### config.mk
export PLATFORM = sky130hd
export DESIGN_NAME = hif_host_port
export DESIGN_NICKNAME = d
export VERILOG_FILES = /design/src/rtl/hif_pkg.sv /design/src/rtl/hif_sync.sv /design/src/rtl/hif_mode_det.sv /design/src/rtl/hif_access.sv /design/src/rtl/hif_regfile.sv /design/src/rtl/hif_host_port.sv
export SDC_FILE = /design/constraint.sdc
export NUM_CORES = 1
export LEC_CHECK = 0
export BUFFER_PORTS_ARGS = -buffer_cell sky130_fd_sc_hd__clkbuf_2
export CORE_ASPECT_RATIO = 1.2
export CORE_MARGIN = 2
export CORE_UTILIZATION = 50
export CTS_BUF_LIST = sky130_fd_sc_hd__clkbuf_16
export DETAILED_ROUTE_END_ITERATION = 7
export PLACE_DENSITY = 0.89
export SETUP_SLACK_MARGIN = 0.05
export SLEW_MARGIN = 20
export SYNTH_ARGS = -nofsm -noshare
export SYNTH_HDL_FRONTEND = slang
export SYNTH_SLANG_ARGS = --single-unit
### constraint.sdc
create_clock -name clk -period 2.9 [get_ports clk]
set_input_delay 0.87 -clock clk [delete_from_list [all_inputs] [get_ports clk]]
set_output_delay 0.87 -clock clk [all_outputs]
set_load 0.05 [all_outputs]
### src/rtl/hif_pkg.sv
`timescale 1ns/1ps
package hif_pkg;
  localparam int PAGE_W = 2;

  typedef enum logic [2:0] {
    RID_DATA = 3'd0,
    RID_CTRL = 3'd1,
    RID_OWN  = 3'd2,
    RID_CLK  = 3'd3,
    RID_VEC  = 3'd4
  } reg_id_e;

  // Address bit plus page field to register target
  function automatic reg_id_e target_of(input logic a0, input logic [PAGE_W-1:0] page);
    reg_id_e t;
    if (a0) t = RID_CTRL;
    else begin
      case (page)
        2'd0:    t = RID_DATA;
        2'd1:    t = RID_OWN;
        2'd2:    t = RID_CLK;
        default: t = RID_VEC;
      endcase
    end
    return t;
  endfunction

  // Commit condition: write released, per bus style
  function automatic logic commit_of(input logic moto, input logic cs_s, input logic cs_d,
                                     input logic wr_s, input logic wr_d);
    return moto ? (cs_s & ~cs_d & ~wr_d) : (wr_s & ~wr_d & ~cs_d);
  endfunction
endpackage

### src/rtl/hif_sync.sv
`timescale 1ns/1ps
module hif_sync #(
  parameter int W = 3,
  parameter int STAGES = 2,
  parameter logic [W-1:0] RST_VAL = '1
) (
  input  logic         clk,
  input  logic         rst_n,
  input  logic [W-1:0] d_i,
  output logic [W-1:0] s_o,
  output logic [W-1:0] p_o
);
  logic [W-1:0] chain [STAGES+1];

  always_ff @(posedge clk or negedge rst_n) begin
    if (!rst_n) begin
      for (int i = 0; i <= STAGES; i++) chain[i] <= RST_VAL;
    end else begin
      chain[0] <= d_i;
      for (int i = 1; i <= STAGES; i++) chain[i] <= chain[i-1];
    end
  end

  assign s_o = chain[STAGES-1];
  assign p_o = chain[STAGES];
endmodule

### src/rtl/hif_mode_det.sv
`timescale 1ns/1ps
module hif_mode_det (
  input  logic clk,
  input  logic rst_n,
  input  logic cs_s,
  input  logic wr_s,
  input  logic wr_d,
  output logic moto_o,
  output logic locked_o
);
  logic wr_fall;
  assign wr_fall = ~wr_s & wr_d;

  always_ff @(posedge clk or negedge rst_n) begin
    if (!rst_n) begin
      moto_o   <= 1'b0;
      locked_o <= 1'b0;
    end else if (!locked_o && wr_fall) begin
      moto_o   <= cs_s;
      locked_o <= 1'b1;
    end
  end
endmodule

### src/rtl/hif_access.sv
`timescale 1ns/1ps
module hif_access #(
  parameter int DW = 8
) (
  input  logic          clk,
  input  logic          rst_n,
  input  logic          moto_i,
  input  logic          cs_s,
  input  logic          cs_d,
  input  logic          wr_s,
  input  logic          wr_d,
  input  logic          rd_s,
  input  logic          a0_i,
  input  logic [DW-1:0] din_i,
  output logic          commit_o,
  output logic          cmt_a0_o,
  output logic [DW-1:0] cmt_data_o,
  output logic          rd_en_o,
  output logic          ack_n_o
);
  import hif_pkg::*;

  logic wr_active;
  logic ack_q;

  assign wr_active = ~cs_s & ~wr_s;
  assign commit_o  = commit_of(moto_i, cs_s, cs_d, wr_s, wr_d);
  assign rd_en_o   = moto_i ? (~cs_s & wr_s) : (~cs_s & ~rd_s);
  assign ack_n_o   = ~ack_q;

  always_ff @(posedge clk or negedge rst_n) begin
    if (!rst_n) begin
      cmt_a0_o   <= 1'b0;
      cmt_data_o <= '0;
      ack_q      <= 1'b0;
    end else begin
      if (wr_active) begin
        cmt_a0_o   <= a0_i;
        cmt_data_o <= din_i;
      end
      ack_q <= moto_i & ~cs_s;
    end
  end
endmodule

### src/rtl/hif_regfile.sv
`timescale 1ns/1ps
module hif_regfile #(
  parameter int DW = 8,
  parameter int PAGE_LSB = 3
) (
  input  logic          clk,
  input  logic          rst_n,
  input  logic          commit_i,
  input  logic          wa0_i,
  input  logic [DW-1:0] wdata_i,
  input  logic          ra0_i,
  input  logic [DW-1:0] rx_i,
  input  logic [DW-1:0] status_i,
  output logic [DW-1:0] rdata_o,
  output logic [DW-1:0] tx_o,
  output logic [DW-1:0] ctrl_o,
  output logic [DW-1:0] own_o,
  output logic [DW-1:0] clk_o,
  output logic [DW-1:0] vec_o,
  output logic          data_stb_o,
  output logic          ctrl_stb_o
);
  import hif_pkg::*;

  logic [PAGE_W-1:0] page;
  reg_id_e           wtgt;
  reg_id_e           rtgt;

  assign page = ctrl_o[PAGE_LSB +: PAGE_W];
  assign wtgt = target_of(wa0_i, page);
  assign rtgt = target_of(ra0_i, page);

  always_ff @(posedge clk or negedge rst_n) begin
    if (!rst_n) begin
      tx_o <= '0; ctrl_o <= '0; own_o <= '0; clk_o <= '0; vec_o <= '0;
      data_stb_o <= 1'b0; ctrl_stb_o <= 1'b0;
    end else begin
      data_stb_o <= 1'b0;
      ctrl_stb_o <= 1'b0;
      if (commit_i) begin
        case (wtgt)
          RID_DATA: begin tx_o <= wdata_i; data_stb_o <= 1'b1; end
          RID_CTRL: begin ctrl_o <= wdata_i; ctrl_stb_o <= 1'b1; end
          RID_OWN:  own_o <= wdata_i;
          RID_CLK:  clk_o <= wdata_i;
          default:  vec_o <= wdata_i;
        endcase
      end
    end
  end

  always_comb begin
    case (rtgt)
      RID_DATA: rdata_o = rx_i;
      RID_CTRL: rdata_o = status_i;
      RID_OWN:  rdata_o = own_o;
      RID_CLK:  rdata_o = clk_o;
      default:  rdata_o = vec_o;
    endcase
  end
endmodule

### src/rtl/hif_host_port.sv
`timescale 1ns/1ps
module hif_host_port #(
  parameter int DW = 8,
  parameter int SYNC_STAGES = 2,
  parameter int PAGE_LSB = 3
) (
  input  logic          clk,
  input  logic          rst_n,
  input  logic          cs_n_i,
  input  logic          wr_n_i,
  input  logic          rd_n_i,
  input  logic          a0_i,
  input  logic [DW-1:0] din_i,
  output logic [DW-1:0] dout_o,
  output logic          dout_en_o,
  output logic          ack_n_o,
  output logic          ack_oe_o,
  input  logic [DW-1:0] rx_data_i,
  input  logic [DW-1:0] status_i,
  output logic [DW-1:0] tx_data_o,
  output logic [DW-1:0] ctrl_o,
  output logic [DW-1:0] own_addr_o,
  output logic [DW-1:0] clk_cfg_o,
  output logic [DW-1:0] vector_o,
  output logic          data_wr_stb_o,
  output logic          ctrl_wr_stb_o,
  output logic          mode_moto_o
);
  localparam int NPIN = 3;

  logic [NPIN-1:0] pin_s, pin_d;
  logic cs_s_w, cs_d_w, wr_s_w, wr_d_w, rd_s_w;
  logic locked_w, commit_w, cmt_a0_w;
  logic [DW-1:0] cmt_data_w;

  hif_sync #(.W(NPIN), .STAGES(SYNC_STAGES), .RST_VAL('1)) u_sync (
    .clk(clk), .rst_n(rst_n), .d_i({cs_n_i, wr_n_i, rd_n_i}), .s_o(pin_s), .p_o(pin_d)
  );

  assign {cs_s_w, wr_s_w, rd_s_w} = pin_s;
  assign cs_d_w = pin_d[2];
  assign wr_d_w = pin_d[1];

  hif_mode_det u_mode (
    .clk(clk), .rst_n(rst_n), .cs_s(cs_s_w), .wr_s(wr_s_w), .wr_d(wr_d_w),
    .moto_o(mode_moto_o), .locked_o(locked_w)
  );

  hif_access #(.DW(DW)) u_acc (
    .clk(clk), .rst_n(rst_n), .moto_i(mode_moto_o),
    .cs_s(cs_s_w), .cs_d(cs_d_w), .wr_s(wr_s_w), .wr_d(wr_d_w), .rd_s(rd_s_w),
    .a0_i(a0_i), .din_i(din_i),
    .commit_o(commit_w), .cmt_a0_o(cmt_a0_w), .cmt_data_o(cmt_data_w),
    .rd_en_o(dout_en_o), .ack_n_o(ack_n_o)
  );

  assign ack_oe_o = mode_moto_o;

  hif_regfile #(.DW(DW), .PAGE_LSB(PAGE_LSB)) u_regs (
    .clk(clk), .rst_n(rst_n), .commit_i(commit_w), .wa0_i(cmt_a0_w), .wdata_i(cmt_data_w),
    .ra0_i(a0_i), .rx_i(rx_data_i), .status_i(status_i), .rdata_o(dout_o),
    .tx_o(tx_data_o), .ctrl_o(ctrl_o), .own_o(own_addr_o), .clk_o(clk_cfg_o), .vec_o(vector_o),
    .data_stb_o(data_wr_stb_o), .ctrl_stb_o(ctrl_wr_stb_o)
  );
endmodule

==> out/metrics.cfg <==
[sta]
fmax_ghz = 0.3421
finalSetupViolCount = 2
setup_tns_ns = -0.04542
slew_violations = 0
skew_ns = 0.007357
fin_crit_ns = 2.923
hold_ws_ns = 0.3570
hold_viol = 0
worst_pin_slew_ns = 0.7657
slew-limit-headroom = 0.4895
layout_setup_ws_ns = -0.02334
fin_crit_sh = 1.008
rsz0062_at_grt = true

[placed_design]
gp_congestion = 0.7510
dp_cells = 330
placed_area_um2 = 3198
hpwl_mm = 4.177
post-place-ws_ns = 0.1578
portBuffers = 83

[setup_path]
critical_path_class = flop to primary output
start_kind = flop
cp.arrival_ns = 2.05
path_max_fanout = 6
crit_required_ns = 2.03
endpoint_kind = primary output

[clock_tree]
root_buffer = clkbuf_16
cts.sinks = 62
cts_buffer_depth = 2
clkTransAtPathRegs_ns = 0.05
htreeDepth = 3
cts_tree = done
cts_made_buffers = 9
insertion_delay_ns = 0.33

[grt]
antenna_found_initial = 0
grt.total_usage = 0.2314
grt_max_degree = 63
gr-total-overflow = 0
grt_pass1_wl_mm = 10.21
grt_pass1_vias = 1954

[power]
p_seq_frac = 0.268
p_sw_frac = 0.4607
p_int_mw = 2.768
power_frac_clock = 0.196
leakage_nw = 1.802
finalPower_mw = 5.133
powerDensity_nw_per_um2 = 1409
combPwrFrac = 0.535
peakVddDrop_mv = 0.9927
netSwitchingPower_mw = 2.365

[routing]
num_vias = 1923
drcViolationCount = 0
wl_mm = 6.535
drt_pass1_iterations = 4
top_layer_used = met4
ant_nets = 0
via_per_inst = 5.510
wl_met1_mm = 2.519
wire_per_inst_um = 18.72
wl_met2_mm = 3.434
drt_iter0_markers = 104
dr_wl_met3_um = 364

[hold_path]
hp-class = flop to flop

[run_status]
violations = setup timing
status = finished, violations left

[final_layout]
final_common_cell = clkbuf_2
area_growth_pct = 35.76
fin_nets = 314
antennaDiodeCount = 0
final_cell_area_um2 = 3643
final_cell_count_no_fill = 349
drive_gt1_frac = 0.6516
finish.utilization = 0.6973
final_cell_mix = clkbuf_2, mux2_2, dfrtp_1

[synth]
ys_seq_area_frac = 0.5818
syn_nets = 218
synth.cell_area_um2 = 2684
postSynthAreaPerCell_um2 = 14.43
yosysWarnings = 0
ys_ff_latch = 62
synthCells = 186
ys_types = 26

[die]
die_w_um = 70.88
die_y_um = 84.26
dieArea_um2 = 5972
ios = 84
rows = 29
core_area_um2 = 5225
start_util = 0.5136

[run]
maxCapViolCount = 0

-- cell usage after synthesis --
cell	count	area, µm²
nor2b_1	2	12.51
mux2_1	1	11.26
or2_2	1	6.260
nand2_1	14	52.55
nand4_4	1	21.27
o221ai_1	7	61.31
mux2i_1	7	70.07
nor2_2	2	12.51
o211ai_2	1	12.51
dfstp_2	8	210.2
mux2_2	57	641.9
a21oi_1	3	15.01
nor3_4	1	16.27
nand3_2	2	20.02
buf_2	2	10.01
clkbuf_1	3	11.26
mux2_4	1	15.01
o211ai_1	1	7.510
dfrtp_1	54	1351
nand2b_1	3	18.77
nand4b_4	1	23.77
nor2_1	4	15.01
inv_1	5	18.77
ha_1	2	25.02
and3b_1	1	8.760
buf_4	2	15.01
-- per-layer routing --
layer,GRT usage,vias up
met3,0.05762,19
met5,0,-
met2,0.3755,72
met4,0.1355,0
met1,0.2781,971
li1,-,861
-- power by group through the flow --
| stage | Clock, mW | Sequential, mW | Combinational [mW] |
|---|---|---|---|
| floorplan | 0 | 2.22 | 0.972 |
| finish | 1.01 | 1.38 | 2.75 |
| detailed placement | 0 | 1.37 | 2.42 |
| global route | 1.07 | 1.41 | 2.85 |
| CTS | 1.02 | 1.37 | 2.61 |
| global placement | 0 | 1.36 | 2.38 |
-- sequential cells by signal, summed over array words and instances, names as in the netlist --
name,count
u_acc.cmt_data_o,8
u_regs.vec_o,8
u_regs.data_stb_o,1
u_sync.p_o,2
u_sync.s_o,3
u_acc.ack_q,1
u_regs.own_o,8
u_regs.ctrl_stb_o,1
u_acc.cmt_a0_o,1
u_regs.ctrl_o,8
u_mode.locked_o,1
u_regs.tx_o,8
u_regs.clk_o,8
u_mode.moto_o,1
u_sync.chain,3
-- cells by family (layout without fill, tap and decap cells) --
kind of cell	after synthesis	count (layout)	synth area share
buffers and inverters	12	113	0.02051
AO/OA/AOI/OAI	12	12	0.03590
adder cells (fa/ha/maj)	2	2	0.009323
multiplexers	66	66	0.2751
AND/OR/NAND/NOR	32	32	0.07739
flip-flops	62	62	0.5818
-- repair_timing --
| item | in CTS | in global routing |
|---|---|---|
| endpoints found under the setup margin | 8 | 8 |
| pin swaps | 6 | 8 |
| gates resized for setup | 21 | 18 |
| hold buffers | 0 | 0 |
| setup buffers | 2 | 1 |
-- path summary, 6_finish.rpt --
check | endpoint | slack [ns] | cells past startpoint | startpoint
setup / recovery | dout_o[0] | -0.02 | 6 | u_regs.ctrl_o[4]
hold / removal | u_sync.s_o[1] | 0.36 | 0 | u_sync.chain[7]
setup reg to reg | u_regs.ctrl_o[3] | 0.77 | 5 | u_regs.ctrl_o[4]
hold reg to reg | u_sync.s_o[1] | 0.36 | 0 | u_sync.chain[7]
max in group asynchronous | u_regs.ctrl_o[3] | 1.65 | 2 | rst_n
min in group asynchronous | u_regs.ctrl_stb_o | 0.70 | 2 | rst_n
-- layout make-up --
class	count	area, µm²
fillers	356	1582
flip-flops and latches	62	1564
multi-input cells	112	1126
repair buffers	92	574.3
clock buffers	9	225.2
well taps	62	77.57
clock inverters	7	57.56
inverters	5	18.77
-- worst max-delay path, stage by stage (launching register included) --
cell      delay [ns]
dfrtp_2         0.44
ha_4            0.34
buf_6           0.12
mux2i_1         0.23
o221ai_2        0.14
mux2_4          0.30
buf_8           0.15
No activity file was read; power rests on OpenSTA's default activity.
